===== config.mk =====
export PLATFORM = sky130hd
export DESIGN_NAME = stq_fwd_buf
export DESIGN_NICKNAME = d
export VERILOG_FILES = /design/src/rtl/stq_pkg.sv /design/src/rtl/stq_fence_ctl.sv /design/src/rtl/stq_ack_track.sv /design/src/rtl/stq_fwd_sel.sv /design/src/rtl/stq_fwd_buf.sv
export SDC_FILE = /design/constraint.sdc
export NUM_CORES = 1
export LEC_CHECK = 0
export BUFFER_PORTS_ARGS = -buffer_cell sky130_fd_sc_hd__buf_2
export CAP_MARGIN = 20
export CORE_UTILIZATION = 30
export DETAILED_ROUTE_END_ITERATION = 10
export PLACE_DENSITY = 0.47
export SYNTH_ARGS = -nofsm -noshare
export SYNTH_HDL_FRONTEND = slang
export SYNTH_SLANG_ARGS = --single-unit

===== constraint.sdc =====
create_clock -name clk -period 7.4 [get_ports clk]
set_input_delay 0.74 -clock clk [delete_from_list [all_inputs] [get_ports clk]]
set_output_delay 0.74 -clock clk [all_outputs]
set_load 0.03 [all_outputs]

===== src/rtl/stq_pkg.sv =====
package stq_pkg;
  typedef enum logic {
    FENCE_IDLE  = 1'b0,
    FENCE_DRAIN = 1'b1
  } fence_st_e;
endpackage


===== src/rtl/stq_fence_ctl.sv =====
module stq_fence_ctl
  import stq_pkg::*;
(
  input  logic clk,
  input  logic rst_n,
  input  logic fence_req,
  input  logic st_valid,
  input  logic full,
  input  logic empty_next,
  output logic st_stall,
  output logic drain_active
);
  fence_st_e state_q, state_d;

  always_comb begin
    state_d = state_q;
    if ((state_q == FENCE_DRAIN) || fence_req) begin
      state_d = empty_next ? FENCE_IDLE : FENCE_DRAIN;
    end
  end

  always_ff @(posedge clk or negedge rst_n) begin
    if (!rst_n) state_q <= FENCE_IDLE;
    else        state_q <= state_d;
  end

  assign drain_active = (state_q == FENCE_DRAIN);
  assign st_stall     = full | (drain_active & st_valid);
endmodule


===== src/rtl/stq_ack_track.sv =====
module stq_ack_track #(
  parameter int DEPTH = 4,
  parameter int PEERS = 3,
  localparam int IW = $clog2(DEPTH),
  localparam int CW = $clog2(PEERS + 1)
) (
  input  logic                  clk,
  input  logic                  rst_n,
  input  logic                  alloc_en,
  input  logic [IW-1:0]         alloc_slot,
  input  logic [DEPTH-1:0]      live_mask,
  input  logic [PEERS-1:0]      ack_vld,
  input  logic [PEERS*IW-1:0]   ack_slot,
  output logic [DEPTH-1:0]      done_mask
);
  localparam logic [CW:0] PEER_MAX = (CW+1)'(PEERS);

  for (genvar e = 0; e < DEPTH; e++) begin : g_ent
    logic [CW-1:0] cnt_q, cnt_d;
    logic [CW-1:0] hits;
    logic [CW:0]   sum;
    logic          cnt_en;

    always_comb begin
      hits = '0;
      for (int p = 0; p < PEERS; p++) begin
        if (ack_vld[p] && (ack_slot[p*IW +: IW] == IW'(e))) hits = hits + CW'(1);
      end
      sum    = {1'b0, cnt_q} + {1'b0, hits};
      cnt_en = 1'b0;
      cnt_d  = cnt_q;
      if (alloc_en && (alloc_slot == IW'(e))) begin
        cnt_en = 1'b1;
        cnt_d  = '0;
      end else if (live_mask[e] && (hits != '0)) begin
        cnt_en = 1'b1;
        cnt_d  = (sum >= PEER_MAX) ? PEER_MAX[CW-1:0] : sum[CW-1:0];
      end
    end

    always_ff @(posedge clk or negedge rst_n) begin
      if (!rst_n)      cnt_q <= '0;
      else if (cnt_en) cnt_q <= cnt_d;
    end

    assign done_mask[e] = live_mask[e] & ({1'b0, cnt_q} == PEER_MAX);
  end
endmodule


===== src/rtl/stq_fwd_sel.sv =====
module stq_fwd_sel #(
  parameter int DEPTH = 4,
  parameter int AW    = 16,
  parameter int DW    = 32,
  localparam int IW = $clog2(DEPTH)
) (
  input  logic [IW-1:0]              head,
  input  logic [IW:0]                count,
  input  logic [DEPTH-1:0][AW-1:0]   ent_addr,
  input  logic [DEPTH-1:0][DW-1:0]   ent_data,
  input  logic [AW-1:0]              ld_addr,
  output logic                       hit,
  output logic [DW-1:0]              data
);
  logic [IW-1:0] slot;

  // Walk from oldest to youngest; a later match overrides an earlier one.
  always_comb begin
    hit  = 1'b0;
    data = '0;
    slot = head;
    for (int k = 0; k < DEPTH; k++) begin
      slot = head + IW'(k);
      if (((IW+1)'(k) < count) && (ent_addr[slot] == ld_addr)) begin
        hit  = 1'b1;
        data = ent_data[slot];
      end
    end
  end
endmodule


===== src/rtl/stq_fwd_buf.sv =====
module stq_fwd_buf #(
  parameter int DEPTH = 4,
  parameter int AW    = 16,
  parameter int DW    = 32,
  parameter int PEERS = 3,
  localparam int IW = $clog2(DEPTH)
) (
  input  logic                clk,
  input  logic                rst_n,
  input  logic                st_valid,
  input  logic [AW-1:0]       st_addr,
  input  logic [DW-1:0]       st_data,
  output logic                st_stall,
  input  logic                fence_req,
  output logic                inv_req_valid,
  output logic [AW-1:0]       inv_req_addr,
  output logic [IW-1:0]       inv_req_slot,
  input  logic [PEERS-1:0]    ack_vld,
  input  logic [PEERS*IW-1:0] ack_slot,
  output logic                cwr_valid,
  output logic [AW-1:0]       cwr_addr,
  output logic [DW-1:0]       cwr_data,
  input  logic                ld_valid,
  input  logic [AW-1:0]       ld_addr,
  output logic                ld_rsp_valid,
  output logic                ld_rsp_hit,
  output logic [DW-1:0]       ld_rsp_data
);
  localparam logic [IW:0] FULL_CNT = (IW+1)'(DEPTH);

  logic [DEPTH-1:0][AW-1:0] addr_q;
  logic [DEPTH-1:0][DW-1:0] data_q;
  logic [IW-1:0]            head_q, head_d, tail_q, tail_d;
  logic [IW:0]              cnt_q, cnt_d;
  logic                     push, pop, full, empty_next, drain_active;
  logic [DEPTH-1:0]         live_mask, done_mask;
  logic                     fwd_hit;
  logic [DW-1:0]            fwd_data;
  logic                     rsp_v_q, rsp_hit_q, rsp_hit_d;
  logic [DW-1:0]            rsp_data_q, rsp_data_d;

  // Occupancy of each slot relative to the head pointer.
  always_comb begin
    for (int e = 0; e < DEPTH; e++) begin
      live_mask[e] = {1'b0, IW'(IW'(e) - head_q)} < cnt_q;
    end
  end

  assign full = (cnt_q == FULL_CNT);
  assign push = st_valid & ~st_stall;
  assign pop  = (cnt_q != '0) & done_mask[head_q];

  always_comb begin
    head_d     = pop  ? head_q + IW'(1) : head_q;
    tail_d     = push ? tail_q + IW'(1) : tail_q;
    cnt_d      = cnt_q + (IW+1)'(push) - (IW+1)'(pop);
    empty_next = (cnt_d == '0);
  end

  always_comb begin
    rsp_hit_d  = 1'b0;
    rsp_data_d = '0;
    if (ld_valid) begin
      rsp_hit_d  = fwd_hit;
      rsp_data_d = fwd_data;
    end
  end

  stq_fence_ctl u_fence (
    .clk          (clk),
    .rst_n        (rst_n),
    .fence_req    (fence_req),
    .st_valid     (st_valid),
    .full         (full),
    .empty_next   (empty_next),
    .st_stall     (st_stall),
    .drain_active (drain_active)
  );

  stq_ack_track #(.DEPTH(DEPTH), .PEERS(PEERS)) u_acks (
    .clk        (clk),
    .rst_n      (rst_n),
    .alloc_en   (push),
    .alloc_slot (tail_q),
    .live_mask  (live_mask),
    .ack_vld    (ack_vld),
    .ack_slot   (ack_slot),
    .done_mask  (done_mask)
  );

  stq_fwd_sel #(.DEPTH(DEPTH), .AW(AW), .DW(DW)) u_fwd (
    .head     (head_q),
    .count    (cnt_q),
    .ent_addr (addr_q),
    .ent_data (data_q),
    .ld_addr  (ld_addr),
    .hit      (fwd_hit),
    .data     (fwd_data)
  );

  // Entry payload: written only on allocation, no reset needed.
  always_ff @(posedge clk) begin
    if (push) begin
      addr_q[tail_q] <= st_addr;
      data_q[tail_q] <= st_data;
    end
  end

  always_ff @(posedge clk or negedge rst_n) begin
    if (!rst_n) begin
      head_q <= '0;
      tail_q <= '0;
      cnt_q  <= '0;
    end else begin
      if (pop)          head_q <= head_d;
      if (push)         tail_q <= tail_d;
      if (push || pop)  cnt_q  <= cnt_d;
    end
  end

  always_ff @(posedge clk or negedge rst_n) begin
    if (!rst_n) begin
      rsp_v_q    <= 1'b0;
      rsp_hit_q  <= 1'b0;
      rsp_data_q <= '0;
    end else begin
      rsp_v_q    <= ld_valid;
      rsp_hit_q  <= rsp_hit_d;
      rsp_data_q <= rsp_data_d;
    end
  end

  assign inv_req_valid = push;
  assign inv_req_addr  = st_addr;
  assign inv_req_slot  = tail_q;
  assign cwr_valid     = pop;
  assign cwr_addr      = addr_q[head_q];
  assign cwr_data      = data_q[head_q];
  assign ld_rsp_valid  = rsp_v_q;
  assign ld_rsp_hit    = rsp_hit_q;
  assign ld_rsp_data   = rsp_data_q;
endmodule


==> out/results.tsv <==
stage	metric	value	unit
clocking	cts_resized	0	
power	power_leakage	6.75	nW
clocking	clockRootBuffer	clkbuf_16	
power	total_power	7.15	mW
floorplanning	rows	82	
power	swShare	43.0	%
sta	setup_viol	0	
grt	first_global_vias	10600	
route	highest_layer	met5	
power	p_int	4.07	mW
clocking	clkSinkCount	242	
sta	finalCritPeriodShare	72.3	%
route	dr.pass1.iters	8	
grt	grt_pass1_wl	63700	um
synthesis	synth_edf_count	192	
route	routed_wirelength	42800	um
route	ant_nets	0	
critical_path	end_kind	register	
synthesis	syn_area	0.0152	mm2
route	m1WireLength	19000	um
synthesis	async_flop_share	20.7	%
power	pwr-share-comb	50.1	%
synthesis	ys_types	73	
power	p_sw	3.08	mW
synthesis	synth_nets	1493	
route	vias	11200	
placed_design	numPlacedInstances	2135	
floorplanning	start_util	30.4	%
finish	drive_gt1_share	26.2	%
finish	nNetsFinal	1600	
grt	antenna_found_initial	5	
floorplanning	die_height	227	um
sta	hold-worst-slack	307	ps
clocking	hold_buffers	0	
route	avgViaCountPerCell	5.13	
synthesis	syn_inst	1386	
clocking	post_cts_buffers	0	
synthesis	synth-seq-area-share	46.1	%
hold_path	hold_class	input pin to register	
sta	hold_viol_final	0	
critical_path	startpoint_type	register	
route	drc_errors	4	
critical_path	criticalPathCategory	register to register	
power	peakVddDrop	197	uV
sta	drv_slew	0	
grt	grt_util_all_layers	16.3	%
sta	fin_tns_setup	0	ps
outcome	violations	design-rule violations	
finish	syn_to_final_growth	15.6	%
synthesis	yosysMostFrequentCell	edfxtp_1	
clocking	clock_path_buffers	3	
route	routed-wl-met3	2350	um
sta	fin_skew	19.0	ps
critical_path	cp.arrival	5790	ps
synthesis	ys_ff_latch	242	
route	dr_wl_met2	20200	um
sta	relSlewSlack	25.7	%
floorplanning	core_area	0.0501	mm2
finish	final_core_util	35.1	%
synthesis	ys.flop_type	edfxtp_1	
clocking	clk_pin_slew	60	ps
floorplanning	ioPinCount	181	
route	first_iter_violations	727	
outcome	outcome	finished, violations left	
floorplanning	fp.dieW	227	um
placed_design	io_buffers	180	
sta	period_minus_slack	5350	ps
route	wl_per_cell	19.5	um
synthesis	yosysWarnings	0	
power	pwr-share-seq	27.3	%
critical_path	cp.required	7840	ps
sta	fmax	187	MHz
clocking	cts_tree	yes	
sta	rsz0062_at_grt	no	
power	pwr-share-clk	22.6	%
grt	grt_max_degree	87	
placed_design	routabilityCongestion	0.878	
floorplanning	dieArea	0.0516	mm2
clocking	cts-buffers-inserted	28	
synthesis	synth_top_area_cell	edfxtp_1	
placed_design	dp_hpwl	28100	um
clocking	clk_latency	580	ps
synthesis	synthTopCellsByArea	edfxtp_1 (38%), mux2i_1 (8.6%), dfrtp_1 (8.2%)	
synthesis	synth_top_area_share	37.9	%
synthesis	synth_common_cells	edfxtp_1 (192), mux2i_1 (131), o21ai_0 (120)	
synthesis	syn_area_per_cell	11.0	um2
sta	worst_slew_pin_slew	1110	ps
critical_path	path_max_fanout	83	
power	power.density	407	mW/mm2
grt	grt_overflow	0	
flow_run	cap_viol_max_count	0	
finish	fin_cells	2189	
clocking	cts.htree.levels	1	
[worst max-delay path, stage by stage, from the launching register on]
cell and delay [ps]:
dfrtp_4 900, clkinv_2 840, a221oi_1 490, o21ai_0 150, nor4_1 710, nand3_4 800, and2_2 880, a21oi_2 280
o31ai_2 100
[area by class of cell]
| class | instances | area (um2) |
|---|---|---|
| Timing Repair Buffer | 195 | 1010 |
| Multi-Input combinational cell | 966 | 7370 |
| Inverter | 60 | 226 |
| Fill cell | 5056 | 32500 |
| Clock inverter | 23 | 380 |
| Clock buffer | 29 | 714 |
| Sequential cell | 242 | 7020 |
| Tap cell | 672 | 841 |
| Antenna cell | 2 | 5.00 |
[path summary, 6_finish.rpt]
kind	from	end	slack, ps	cells after the start
max in group asynchronous	rst_n	head_q[0]	6440	2
min	ld_valid	ld_rsp_valid	310	1
max	head_q[0]	ld_rsp_data[8]	2050	8
min reg2reg	u_fence.drain_active	u_fence.drain_active	510	1
min in group asynchronous	rst_n	u_acks.g_ent[1].cnt_q[0]	330	2
max reg2reg	head_q[0]	ld_rsp_data[8]	2050	8
[stage by stage]
step | setup slack [ps] | cell area [um2]
after floorplan | 1550 | 15200
after global placement | 2000 | 16500
after detailed placement | 2000 | 16500
after CTS | 1960 | 17600
after global routing | 1690 | 17600
final | 2050 | 17600
[power groups by stage]
stage / clock network [mW] / registers [mW] / logic, mW
final: 1.62 / 1.95 / 3.58
after global routing: 1.71 / 1.99 / 3.92
after detailed placement: 0 / 1.98 / 3.59
after global placement: 0 / 1.98 / 3.56
after floorplan: 0 / 1.86 / 2.83
after CTS: 1.66 / 1.96 / 3.60
[per-layer routing]
layer / up-vias / global-route usage [%]
met3: 66 / 2.67
met4: 6 / 5.56
met1: 5480 / 21.5
met2: 300 / 27.1
li1: 5367 / -
met5: - / 0
[placed cells by master, fill, tap and decap left out, types with 6 or more instances in the layout]
cell	synthesis	routed
a21oi_1	67	67
a21oi_2	14	14
a221oi_1	8	8
a22oi_1	21	21
a32oi_1	16	16
buf_2	25	180
buf_4	25	15
bufinv_16	0	9
clkbuf_16	0	28
clkinv_2	0	6
dfrtp_1	50	48
edfxtp_1	192	192
ha_1	24	24
inv_1	59	59
mux2_2	55	55
mux2i_1	131	131
mux4_2	32	32
nand2_1	113	113
nand3_1	13	12
nand4_1	9	9
nor2_1	104	103
nor2_2	6	6
nor2b_1	19	19
nor3_1	9	9
nor4_1	6	6
o21ai_0	120	120
o22ai_1	21	21
o31ai_2	29	29
xnor2_1	48	48
xor2_1	9	9
[cells by family after synthesis]
| family | share of synthesized area (%) |
|---|---|
| compound gates | 15.3 |
| simple gates | 9.40 |
| flops | 46.1 |
| mux | 17.7 |
| buf+inv | 5.58 |
| xor+xnor | 3.28 |
| fa+ha+maj | 2.63 |
[registers in the layout (all words and copies together), names as in the netlist]
name,flops
data_q,128
cnt_q,3
ld_rsp_hit,1
addr_q,64
u_acks.g_ent.cnt_q,8
head_q,2
inv_req_slot,2
ld_rsp_data,32
u_fence.drain_active,1
ld_rsp_valid,1
Power figures use the tool's default switching activity.
